**src/rtl/colsel_pkg.sv**
```systemverilog
package colsel_pkg;
    typedef enum logic [1:0] {
        COL_RED   = 2'b00,
        COL_GREEN = 2'b01,
        COL_BLUE  = 2'b10,
        COL_RSVD  = 2'b11
    } colour_e;

    localparam int NUM_COLOURS = 3;
    localparam int COL_W       = 2;
endpackage

```
**src/rtl/colsel_sync_rise.sv**
```systemverilog
module colsel_sync_rise #(
    parameter int STAGES = 2
) (
    input  logic clk,
    input  logic rst_n,
    input  logic async_i,
    output logic rise_o
);
    logic [STAGES-1:0] chain_q;
    logic              last_q;

    // Synchroniser chain plus one delay stage for edge detection.
    always_ff @(posedge clk or negedge rst_n) begin
        if (!rst_n) begin
            chain_q <= '0;
            last_q  <= 1'b0;
        end else begin
            chain_q[0] <= async_i;
            for (int i = 1; i < STAGES; i++) begin
                chain_q[i] <= chain_q[i-1];
            end
            last_q <= chain_q[STAGES-1];
        end
    end

    assign rise_o = chain_q[STAGES-1] & ~last_q;
endmodule

```
**src/rtl/colsel_cycle_fsm.sv**
```systemverilog
module colsel_cycle_fsm
    import colsel_pkg::*;
(
    input  logic    clk,
    input  logic    rst_n,
    input  logic    advance_i,
    input  logic    restart_i,
    output colour_e colour_o
);
    typedef enum logic [1:0] {
        ST_RED   = 2'd0,
        ST_GREEN = 2'd1,
        ST_BLUE  = 2'd2
    } cyc_state_e;

    cyc_state_e state_q;
    cyc_state_e state_n;

    // State register
    always_ff @(posedge clk or negedge rst_n) begin
        if (!rst_n) begin
            state_q <= ST_RED;
        end else begin
            state_q <= state_n;
        end
    end

    // Transitions: restart wins over an advance in the same cycle
    always_comb begin
        state_n = state_q;
        if (restart_i) begin
            state_n = ST_RED;
        end else if (advance_i) begin
            unique case (state_q)
                ST_RED:   state_n = ST_GREEN;
                ST_GREEN: state_n = ST_BLUE;
                ST_BLUE:  state_n = ST_RED;
                default:  state_n = ST_RED;
            endcase
        end
    end

    // Outputs
    always_comb begin
        unique case (state_q)
            ST_RED:   colour_o = COL_RED;
            ST_GREEN: colour_o = COL_GREEN;
            ST_BLUE:  colour_o = COL_BLUE;
            default:  colour_o = COL_RED;
        endcase
    end
endmodule

```
**src/rtl/colsel_value_mux.sv**
```systemverilog
module colsel_value_mux
    import colsel_pkg::*;
#(
    parameter int VAL_W = 8,
    parameter int N     = NUM_COLOURS
) (
    input  logic [N-1:0][VAL_W-1:0] vals_i,
    input  colour_e                 sel_i,
    output logic [VAL_W-1:0]        val_o
);
    logic [N-1:0] hit;

    for (genvar g = 0; g < N; g++) begin : g_hit
        assign hit[g] = (int'(sel_i) == g);
    end

    always_comb begin
        val_o = vals_i[0];
        for (int i = 0; i < N; i++) begin
            if (hit[i]) begin
                val_o = vals_i[i];
            end
        end
    end
endmodule

```
**src/rtl/colour_cycle_sel.sv**
```systemverilog
module colour_cycle_sel
    import colsel_pkg::*;
#(
    parameter int VAL_W       = 8,
    parameter int SYNC_STAGES = 2
) (
    input  logic             clk,
    input  logic             rst_n,
    input  logic             line_mode_i,
    input  logic             auto_en_i,
    input  logic [1:0]       int_sel_i,
    input  logic             cyc_pin_i,
    input  logic             seq_restart_i,
    input  logic [VAL_W-1:0] ofs_red_i,
    input  logic [VAL_W-1:0] ofs_green_i,
    input  logic [VAL_W-1:0] ofs_blue_i,
    input  logic [VAL_W-1:0] gain_red_i,
    input  logic [VAL_W-1:0] gain_green_i,
    input  logic [VAL_W-1:0] gain_blue_i,
    output logic [1:0]       colour_o,
    output logic [VAL_W-1:0] ofs_o,
    output logic [VAL_W-1:0] gain_o
);
    logic    auto_act;
    logic    cyc_rise;
    colour_e cyc_colour;
    colour_e sel_colour;

    assign auto_act = line_mode_i & auto_en_i;

    colsel_sync_rise #(.STAGES(SYNC_STAGES)) u_sync (
        .clk     (clk),
        .rst_n   (rst_n),
        .async_i (cyc_pin_i),
        .rise_o  (cyc_rise)
    );

    colsel_cycle_fsm u_fsm (
        .clk       (clk),
        .rst_n     (rst_n),
        .advance_i (cyc_rise & auto_act),
        .restart_i (seq_restart_i),
        .colour_o  (cyc_colour)
    );

    // Source choice: state machine in auto mode, register field otherwise
    always_comb begin
        if (auto_act) begin
            sel_colour = cyc_colour;
        end else begin
            unique case (int_sel_i)
                2'b00:   sel_colour = COL_RED;
                2'b01:   sel_colour = COL_GREEN;
                2'b10:   sel_colour = COL_BLUE;
                default: sel_colour = COL_RED;
            endcase
        end
    end

    colsel_value_mux #(.VAL_W(VAL_W)) u_ofs_mux (
        .vals_i ({ofs_blue_i, ofs_green_i, ofs_red_i}),
        .sel_i  (sel_colour),
        .val_o  (ofs_o)
    );

    colsel_value_mux #(.VAL_W(VAL_W)) u_gain_mux (
        .vals_i ({gain_blue_i, gain_green_i, gain_red_i}),
        .sel_i  (sel_colour),
        .val_o  (gain_o)
    );

    assign colour_o = sel_colour;
endmodule

```
**config.mk**
```make
export PLATFORM = sky130hd
export DESIGN_NAME = colour_cycle_sel
export DESIGN_NICKNAME = d
export VERILOG_FILES = /design/src/rtl/colsel_pkg.sv /design/src/rtl/colsel_sync_rise.sv /design/src/rtl/colsel_cycle_fsm.sv /design/src/rtl/colsel_value_mux.sv /design/src/rtl/colour_cycle_sel.sv
export SDC_FILE = /design/constraint.sdc
export NUM_CORES = 1
export LEC_CHECK = 0
export ABC_AREA = 1
export ABC_CLOCK_PERIOD_IN_PS = 1410
export BUFFER_PORTS_ARGS = -buffer_cell sky130_fd_sc_hd__buf_2
export CORE_AREA = 2 2 52 49
export DETAILED_ROUTE_END_ITERATION = 16
export DIE_AREA = 0 0 54 51
export PLACE_DENSITY = 0.77
export SLEW_MARGIN = 40
export SYNTH_ARGS = -nofsm -noshare
export SYNTH_HDL_FRONTEND = slang
export SYNTH_SLANG_ARGS = --single-unit
```
**constraint.sdc**
```tcl
create_clock -name clk -period 1.41 [get_ports clk]
set_input_delay 0.0705 -clock clk [delete_from_list [all_inputs] [get_ports clk]]
set_output_delay 0.0705 -clock clk [all_outputs]
set_load 0.005 [all_outputs]
```
* After elaboration in Yosys (flattened, before gate mapping)
Cells that the tools add are included.
** Storage, ports and cells
- Flip-flop bits (word level) :: 5
- Latch bits :: 0
- Bits in writable memories :: 0
- Memory bits (read-only) :: 0
- Input bits :: 56
- Output and inout port bits :: 18
- Logic and storage cells :: 25
- Memories :: 0
** Operators by class
- Add/sub/neg operators :: 0
- Multiply operators :: 0
- Divide/modulo/power cells :: 0
- Order comparisons :: 0
- Equal/unequal tests :: 6
- Shift-type cells :: 0
- Multiplexer cells :: 10
- Bitwise operators :: 4
- Reductions and logical operators :: 2
** Operator list (number)
- 2-to-1 mux 8 bit :: 4
- case mux 2 bit (2 select lines) :: 3
- == test 2 bit, second input constant :: 4
- 2-to-1 mux 2 bit :: 3
- == test 2 x 1 -> 1 bit, second input constant :: 2
- AND 1 bit :: 3
- logical NOT 2 bit :: 1
- nonzero test 2 bit :: 1
- inverter 1 bit :: 1

* Longest topological paths before layout
Gate-level depths: netlist of the first run.
- Word-level depth :: 6
- Depth in mapped cells :: 8
- Gate-level depth less buffers :: 7

* Hierarchy
From an unflattened synthesis of the first run, not the netlist that was laid out.
** Unflattened totals
- Cells, all modules :: 157
- Area, all modules :: 800.8 um^2
** By module, submodules not included
- colsel_value_mux :: times used 2, cells each 62, area an instance 277.8 um^2, seq. area each 0.0 um^2
- colsel_cycle_fsm :: times used 1, cells each 17, area an instance 111.4 um^2, seq. area each 50.0 um^2
- colsel_sync_rise :: times used 1, cells each 5, area an instance 85.1 um^2, seq. area each 75.1 um^2
- colour_cycle_sel :: times used 1, cells each 11, area an instance 48.8 um^2, seq. area each 0.0 um^2

* Worst setup path after synthesis of the first run
Ideal clock, no wire load.
- Path kind :: register to output
- Start point :: register u_fsm.state_q[0]
- End point :: output port gain_o[0]
- Data arrival time :: 980 ps
- Required time :: 1340 ps
- Setup slack :: 360 ps
- Cell stages (with the launch flop) :: 9
- Buffers on the path :: 1
- Path through :: dfrtp_1 inv_1 nand2_1 nand2_4 clkbuf_8 nand3_1 nand2_1 inv_1 nand2_1
** Between the ends
- Longest elaborated chain between the ends :: 6
** Ends and longest elaborated chain
- from (decl) :: RTL line colsel_cycle_fsm.sv:16 : cyc_state_e state_q;
- from (signal assigned) :: RTL line colsel_cycle_fsm.sv:24 : state_q <= state_n;
- == test 2 bit or == test 2 x 1 -> 1 bit (tied branches) :: RTL line colsel_cycle_fsm.sv:45 : unique case (state_q)
- case mux 2 bit (2 select lines) * :: RTL line colsel_cycle_fsm.sv:45
- 2-to-1 mux 2 bit * :: RTL line colour_cycle_sel.sv:48 : if (auto_act) begin
- == test 2 bit :: RTL line colsel_value_mux.sv:14 : assign hit[g] = (int'(sel_i) == g);
- 2-to-1 mux 8 bit :: RTL line colsel_value_mux.sv:20 : if (hit[i]) begin
- 2-to-1 mux 8 bit * :: RTL line colsel_value_mux.sv:20
- to (decl) :: RTL line colour_cycle_sel.sv:22 : output logic [VAL_W-1:0] gain_o
Mark *: on every way between the ends. The rest lies on a longest branch, timed or not.

* Worst setup path in the final report of the first run
- Start point :: register u_fsm.state_q[0]
- End point :: output port gain_o[6]
The elaborated chain is that of the path after synthesis.

==> out/metrics.yaml, run 1 <==
maxSlewHeadroom_pct: 64.3
coreArea_um2: 2300
fp.dieArea_um2: 2750
peakVddDrop_mv: 0.649
cp-start-kind: "register"
cp_cell_sequence: "buf_4 > nand2_8 > nand2_8 > nand2_4 > nand3_1 > nand2_1 > buf_2"
clk_pin_slew_ps: 40
path_max_fanout: 5
via_count: 1183
io_pins: 74
yosysMostFrequentCell: "nand3_1"
critPathTopFamily: "simple AND/OR/NAND/NOR gates"
r2r-end: "u_fsm.state_q[1]$_DFFE_PN0P_"
ys_ff_latch: 5
tritoncts: "built"
worstPathArrival_ps: 1360
antenna_found_initial: 0
globalplace.congestion: 0.765
finalHoldViolCount: 0
comb_power_share_pct: 61.5
utilization_pct: 58.6
skew_ps: 1.26
cap_viol_max_count: 0
violations: "setup timing"
wl_per_cell_um: 11.3
drc: 0
cpMaxStageDelayCell: "dfrtp_1"
grt-busiest-layer: "met2"
synth_top_area_cell: "nand3_1"
grt_max_degree: 20
cts_max_path_buffers: 2
synth.distinct_cells: 15
synth_top_area_share_pct: 31.7
yosysSeqAreaShare_pct: 16.5
hold_depth: 4
cellLeakagePower_nw: 0.815
drtAntennaViolNets: 0
dpl.hpwl_um: 1830
period_share_pct: 102
rsz0062_at_grt: "yes"
fin_setup_tns_ps: -140
synth.avg_cell_area_um2: 5.65
synth_area_leaders: "nand3_1 (32%), nand2_1 (19%), dfrtp_1 (17%)"
critical_path_class: "register to output pin"
clockPowerShare_pct: 19.0
grtUsageTotal_pct: 21.0
slew_violations: 0
swShare_pct: 40.7
grt_first_pass_wirelength_um: 4320
crit_required_ps: 1340
p_switching_mw: 0.341
slowest_delay_ps: 380
rows: 17
r2r-start: "u_fsm.state_q[0]$_DFFE_PN0P_"
async_flop_share_pct: 100
path_buf_inv: 2
synth_edf_count: 0
cp-end-kind: "output pin"
final.min_clock_period_ps: 1430
drtIter0Drc: 31
cts_inserted_buffers: 3
whs_endpoint: "u_fsm.state_q[1]$_DFFE_PN0P_"
tightest_slew_ps: 533
diodes: 0
worst_slack_ps: -22.8
synth.cell_area_um2: 757
first_pass_iters: 4
synthTopCellsByCount: "nand3_1 (48), nand2_1 (38), inv_1 (23)"
htree_levels: 1
syn-num-nets: 190
p_int_mw: 0.497
grt_pass1_vias: 1058
clock-sinks: 5
ff2ff_setup_slack_ps: 440
nets: 272
insertion_delay_ps: 230
syn-instance-count: 134
layout-drive-gt1-share_pct: 48.4
status: "finished with violations"
pwr-share-seq_pct: 19.5
crit_path_frequent_cell: "nand2_8"
gr-total-overflow: 0
worstHoldStart: "seq_restart_i"
finalPower_mw: 0.838
die_h_um: 51
use_met1_pct: 23.8
grtUsageMet2_pct: 38.0
die_w_um: 54
port_buffers: 73
routed_wl_um: 2740
gr-usage-met3_pct: 3.80
cts_root_buf: "clkbuf_4"
via_per_inst: 4.87
power_density_nw_per_um2: 623
yosysWarningCount: 0
hold_path.class: "input pin to register"
final-setup-viol-count: 15
ys.flop_type: "dfrtp_1"
fmax_ghz: 0.698
crit_start: "u_fsm.state_q[0]$_DFFE_PN0P_"
initial_core_util_pct: 33.0
ff2ff_path_depth: 5
syn_to_final_growth_pct: 77.7
==> cells in the final DEF, fill, tap and decap left out, types with 2 or more instances in the layout <==
cell type and count:
dfrtp_1 5, nand2_2 5, nand2_1 36, nand2_8 6, inv_1 20, clkbuf_4 3
buf_2 73, inv_2 4, nand3_2 6, nand2_4 3, dlygate4sd3_1 2, o21ai_0 2
nand3_1 42
==> cell type report <==
cell class              instances  area (um^2)
multi-input cells             103          617
inverters                      24         90.1
well taps                      28         35.0
flip-flops and latches          5          125
fillers                       223          952
clock buffers                   4         26.3
repair buffers                 79          452
==> layer usage <==
metal / vias to the layer above / share of wire, % / routed length [um]
met5: - / 0 / 0
met4: 0 / 1.4 / 38
met3: 4 / 7.9 / 218
met2: 55 / 51 / 1410
met1: 526 / 39 / 1080
li1: 598 / - / -
==> metrics by stage <==
| stage | worst slack, ps | std cells | instance area [um^2] | hold WS [ps] |
|---|---|---|---|---|
| finish | -22.8 | 243 | 1350 | 159 |
| global placement | 191 | 229 | 1090 | -115 |
| detailed placement | 167 | 229 | 1090 | -114 |
| floorplan | 360 | 134 | 757 | -225 |
| CTS | -5.13 | 243 | 1300 | 156 |
| global route | -112 | 243 | 1350 | 177 |
==> worst max-delay path by stage <==
stage	to	slack, ps	cells past startpoint
2_1_floorplan	gain_o[0]	360	8
3_3_place_gp	gain_o[5]	190	7
3_5_place_dp	gain_o[3]	170	7
4_1_cts	gain_o[6]	-5	8
5_1_grt	ofs_o[1]	-110	8
6_report	gain_o[6]	-20	7
==> power groups by stage <==
stage | logic, mW | clock network, mW | registers [mW]
6_report | 0.515 | 0.159 | 0.164
4_1_cts | 0.492 | 0.168 | 0.163
3_5_place_dp | 0.385 | 0 | 0.165
3_3_place_gp | 0.383 | 0 | 0.165
5_1_grt | 0.574 | 0.172 | 0.166
2_1_floorplan | 0.239 | 0 | 0.164
==> worst min-delay path: cells and delay by family <==
family | cells | cell delay (ps)
AOI/OAI and AO/OA | 1 | 70
buffers and inverters | 1 | 100
and+or+nand+nor | 2 | 100
==> what timing repair did <==
action / in CTS / in global routing
resized for setup: 10 / 10
endpoints found under the hold margin: 6 / 0
hold buffers: 2 / 0
endpoints found under the setup margin: 16 / 16
gates cloned: 5 / 0
setup buffers: 3 / 0
pin swaps: 3 / 6
==> cell families after synthesis <==
logic type | synth area share [%]
compound gates | 1.32
buf+inv | 20.2
flops | 16.5
simple gates | 62.0
==> registers in the layout, indices dropped and copies added, names as in the netlist <==
| register | flops |
|---|---|
| u_fsm.state_q | 2 |
| u_sync.chain_q | 2 |
| u_sync.last_q | 1 |
Power figures use the tool's default switching activity.
==> inputs of run 2 (changes only) <==
CELL_PAD_IN_SITES_DETAIL_PLACEMENT = 0   (was not set)
CELL_PAD_IN_SITES_GLOBAL_PLACEMENT = 1   (was not set)
CORE_AREA = 2 2 67 62   (was 2 2 52 49)
DIE_AREA = 0 0 69 64   (was 0 0 54 51)
PLACE_DENSITY = not set   (was 0.77)
PLACE_DENSITY_LB_ADDON = 0.1   (was not set)
==> out/metrics.yaml, run 2 (synthesis results as in run 1) <==
cpMaxStageDelayCell: "dfrtp_2"
ff2ff_setup_slack_ps: 420
cp_cell_sequence: "inv_2 > nand2_2 > nand2_4 > buf_6 > nand3_2 > nand2_1 > inv_1 > nand2_1 > buf_2"
io_pins: 74
r2r-end: "u_fsm.state_q[0]$_DFFE_PN0P_"
cts_inserted_buffers: 3
diodes: 0
gr-total-overflow: 0
fin_setup_tns_ps: -19.9
final_cell_mix: "buf_2 (72), nand3_1 (41), nand2_1 (34)"
finalPower_mw: 0.889
r2r-start: "u_fsm.state_q[0]$_DFFE_PN0P_"
largestRegisters: "u_fsm.state_q x2, u_sync.chain_q x2, u_sync.last_q x1"
fillers: 433
drc: 0
path_max_fanout: 6
worst_slack_ps: -10.8
fin_hold_ws_ps: 162
instances_no_fill: 258
dp_worst_setup_slack_ps: 136
layout-drive-gt1-share_pct: 50.0
cellLeakagePower_nw: 0.798
critical_path_class: "register to output pin"
drtAntennaViolNets: 0
dpl.hpwl_um: 2130
via_count: 1136
maxSlewHeadroom_pct: 72.3
final-setup-viol-count: 3
cap_viol_max_count: 0
cp-end-kind: "output pin"
grt_pass1_vias: 1088
via_per_inst: 4.40
skew_ps: 1.56
die_h_um: 64
die_w_um: 69
grt_max_degree: 18
whs_endpoint: "u_fsm.state_q[1]$_DFFE_PN0P_"
initial_core_util_pct: 20.6
design_area_um2: 1310
rows: 21
cts_root_buf: "clkbuf_8"
dp.cells: 247
period_share_pct: 101
coreArea_um2: 3680
cp-start-kind: "register"
slew_violations: 0
clock-sinks: 5
cts_max_path_buffers: 2
ff2ff_path_depth: 4
port_buffers: 73
grt_first_pass_wirelength_um: 4750
utilization_pct: 35.6
finalHoldViolCount: 0
peakVddDrop_mv: 0.497
drtIter0Drc: 30
first_pass_iters: 4
layout_commonest_cell: "buf_2"
hold_path.class: "input pin to register"
insertion_delay_ps: 220
wl_per_cell_um: 11.0
worstPathArrival_ps: 1350
worstHoldStart: "seq_restart_i"
htree_levels: 1
grtUsageTotal_pct: 12.9
path_buf_inv: 4
violations: "setup timing"
fp.dieArea_um2: 4420
tightest_slew_ps: 415
dpl_cell_area_um2: 1120
crit_required_ps: 1340
globalplace.congestion: 0.789
rsz0062_at_grt: "yes"
fmax_ghz: 0.704
power_density_nw_per_um2: 678
critPathTopFamily: "flip-flops"
final.min_clock_period_ps: 1420
slowest_delay_ps: 420
antenna_found_initial: 0
status: "finished with violations"
nets: 269
hold_depth: 4
tritoncts: "built"
routed_wl_um: 2840
clk_pin_slew_ps: 30
crit_path_frequent_cell: "nand2_1"
syn_to_final_growth_pct: 73.1
run 2: how the worst max path moves through the flow:
stage	start	end	depth (start not counted)
after floorplan	u_fsm.state_q[0]$_DFFE_PN0P_	gain_o[0]	8
after global placement	u_fsm.state_q[1]$_DFFE_PN0P_	ofs_o[3]	7
after detailed placement	u_fsm.state_q[1]$_DFFE_PN0P_	gain_o[0]	7
after CTS	u_fsm.state_q[0]$_DFFE_PN0P_	gain_o[7]	9
after global routing	u_fsm.state_q[0]$_DFFE_PN0P_	gain_o[7]	9
final	u_fsm.state_q[0]$_DFFE_PN0P_	ofs_o[1]	9
run 2: what timing repair did:
item                                   in CTS  in global routing
setup endpoints to repair                  17                 18
resized for setup                          10                 13
buffers inserted                            3                  1
cloned                                      1                  0
hold buffers                                2                  0
endpoints found under the hold margin       6                  0
pin swaps                                   4                  8
run 2: area by class of cell:
class | count | area (um^2) | area share [%]
repair buffers | 79 | 433 | 33.0
multi-input cells | 100 | 558 | 42.6
flip-flops and latches | 5 | 126 | 9.65
clock buffers | 4 | 45.0 | 3.44
well taps | 46 | 57.6 | 4.39
inverters | 24 | 90.1 | 6.88
run 2: power by group:
part | internal [mW] | switching [mW]
logic | 0.213 | 0.248
registers | 0.157 | 0.0111
clock network | 0.194 | 0.0653
run 2: tightest hold or removal path: cells and delay by family:
| family | cells | cell delay, ps |
|---|---|---|
| and+or+nand+nor | 2 | 90 |
| buffers and inverters | 1 | 100 |
| AOI/OAI and AO/OA | 1 | 70 |
run 2: metal layers:
metal  up-vias  GRT usage, %  wire length (um)
met4         0          2.21                 0
met3         0          2.84               251
li1        585             -                 -
met2        58          21.6              1330
met5         -             0                 0
met1       493          17.2              1260
==> inputs of run 3 (changes only) <==
BUFFER_PORTS_ARGS = not set   (was -buffer_cell sky130_fd_sc_hd__buf_2)
CORE_AREA = 2 2 52 49   (was 2 2 67 62)
DIE_AREA = 0 0 54 51   (was 0 0 69 64)
DONT_BUFFER_PORTS = 1   (was not set)
==> out/metrics.yaml, run 3 (synthesis results as in run 1) <==
peakVddDrop_mv: 0.504
slew_violations: 0
final_cell_mix: "nand3_1 (48), nand2_1 (37), inv_1 (21)"
worst_slack_ps: 47.1
via_count: 894
drtIter0Drc: 10
cpMaxStageDelayCell: "dfrtp_2"
htree_levels: 1
critical_path_class: "register to output pin"
instances_no_fill: 169
path_buf_inv: 1
clk_pin_slew_ps: 40
use_met1_pct: 17.1
antenna_found_initial: 0
period_share_pct: 96.7
gr-total-overflow: 0
cap_viol_max_count: 0
fmax_ghz: 0.734
layout-drive-gt1-share_pct: 16.3
initial_core_util_pct: 33.0
globalplace.congestion: 0.638
design_area_um2: 942
die_h_um: 51
coreArea_um2: 2300
rows: 17
path_max_fanout: 8
routed_wl_um: 2380
gr-usage-met3_pct: 1.75
io_pins: 74
critPathTopFamily: "simple AND/OR/NAND/NOR gates"
syn_to_final_growth_pct: 24.5
maxSlewHeadroom_pct: 64.0
worstPathArrival_ps: 1290
power_density_nw_per_um2: 734
cp-start-kind: "register"
grtUsageTotal_pct: 13.3
wl_per_cell_um: 14.1
nets: 198
status: "finished clean"
grtUsageMet2_pct: 22.4
drc: 0
fin_hold_ws_ps: 38.8
dp.cells: 156
clock-sinks: 5
cts_max_path_buffers: 2
fp.dieArea_um2: 2750
fillers: 259
skew_ps: 4.21
largestRegisters: "u_fsm.state_q x2, u_sync.chain_q x2, u_sync.last_q x1"
final.min_clock_period_ps: 1360
die_w_um: 54
utilization_pct: 41.0
hold_path.class: "input pin to register"
port_buffers: 0
grt-busiest-layer: "met2"
finalHoldViolCount: 0
grt_max_degree: 18
dpl_cell_area_um2: 729
dpl.hpwl_um: 1520
cts_root_buf: "clkbuf_4"
drtAntennaViolNets: 0
dp_worst_setup_slack_ps: 239
final-setup-viol-count: 0
cp-end-kind: "output pin"
cellLeakagePower_nw: 0.500
diodes: 0
cp_cell_sequence: "inv_2 > nand2_4 > nand2_8 > nand2_4 > nand3_1 > nand2_1"
first_pass_iters: 4
grt_pass1_vias: 674
insertion_delay_ps: 240
grt_first_pass_wirelength_um: 2800
layout_commonest_cell: "nand3_1"
slowest_delay_ps: 420
via_per_inst: 5.29
tightest_slew_ps: 538
crit_path_frequent_cell: "nand2_4"
cts_inserted_buffers: 3
tritoncts: "built"
crit_required_ps: 1340
rsz0062_at_grt: "yes"
==> run 3: cell type report <==
class | instances | area (um^2) | share of cell area [%]
flip-flops and latches | 5 | 126 | 13.4
clock buffers | 4 | 26.3 | 2.79
well taps | 28 | 35.0 | 3.72
inverters | 24 | 90.1 | 9.56
multi-input cells | 106 | 644 | 68.4
repair buffers | 2 | 20.0 | 2.12
==> run 3: power by group <==
group | internal, mW | switching, mW | total, mW
logic | 0.117 | 0.242 | 0.360
clock network | 0.107 | 0.0536 | 0.160
registers | 0.157 | 0.0152 | 0.172
==> run 3: repair_timing <==
item,CTS,global route
hold buffers,2,0
setup buffers,0,0
cloned,1,6
resized for setup,2,14
setup endpoints to repair,16,16
pin swaps,1,7
hold endpoints to repair,6,0
==> run 3: final timing paths <==
check | from | endpoint | slack [ps] | cells after the start
setup / recovery | u_fsm.state_q[0]$_DFFE_PN0P_ | ofs_o[7] | 50 | 6
hold / removal | seq_restart_i | u_fsm.state_q[1]$_DFFE_PN0P_ | 40 | 3
setup reg to reg | u_fsm.state_q[1]$_DFFE_PN0P_ | u_fsm.state_q[1]$_DFFE_PN0P_ | 450 | 5
hold reg to reg | u_sync.chain_q[0]$_DFF_PN0_ | u_sync.chain_q[1]$_DFF_PN0_ | 350 | 0
max in group asynchronous | rst_n | u_fsm.state_q[0]$_DFFE_PN0P_ | 1110 | 1
min in group asynchronous | rst_n | u_fsm.state_q[1]$_DFFE_PN0P_ | 110 | 1
==> run 3: metrics by stage <==
stage               power, mW  setup TNS, ps
global placement        0.417              0
CTS                     0.612              0
detailed placement      0.420              0
finish                  0.692              0
floorplan               0.403              0
global route            0.756           -404
==> run 3: worst min-delay path: cells and delay by family <==
family	cells	cell delay, ps
AOI/OAI and AO/OA	1	80
and+or+nand+nor	2	70
==> run 3: metal layers <==
layer / wire length [um] / up-vias / share of wire (%)
li1: - / 454 / -
met1: 970 / 391 / 41
met2: 1120 / 49 / 47
met3: 291 / 0 / 12
met4: 0 / 0 / 0
met5: 0 / - / 0
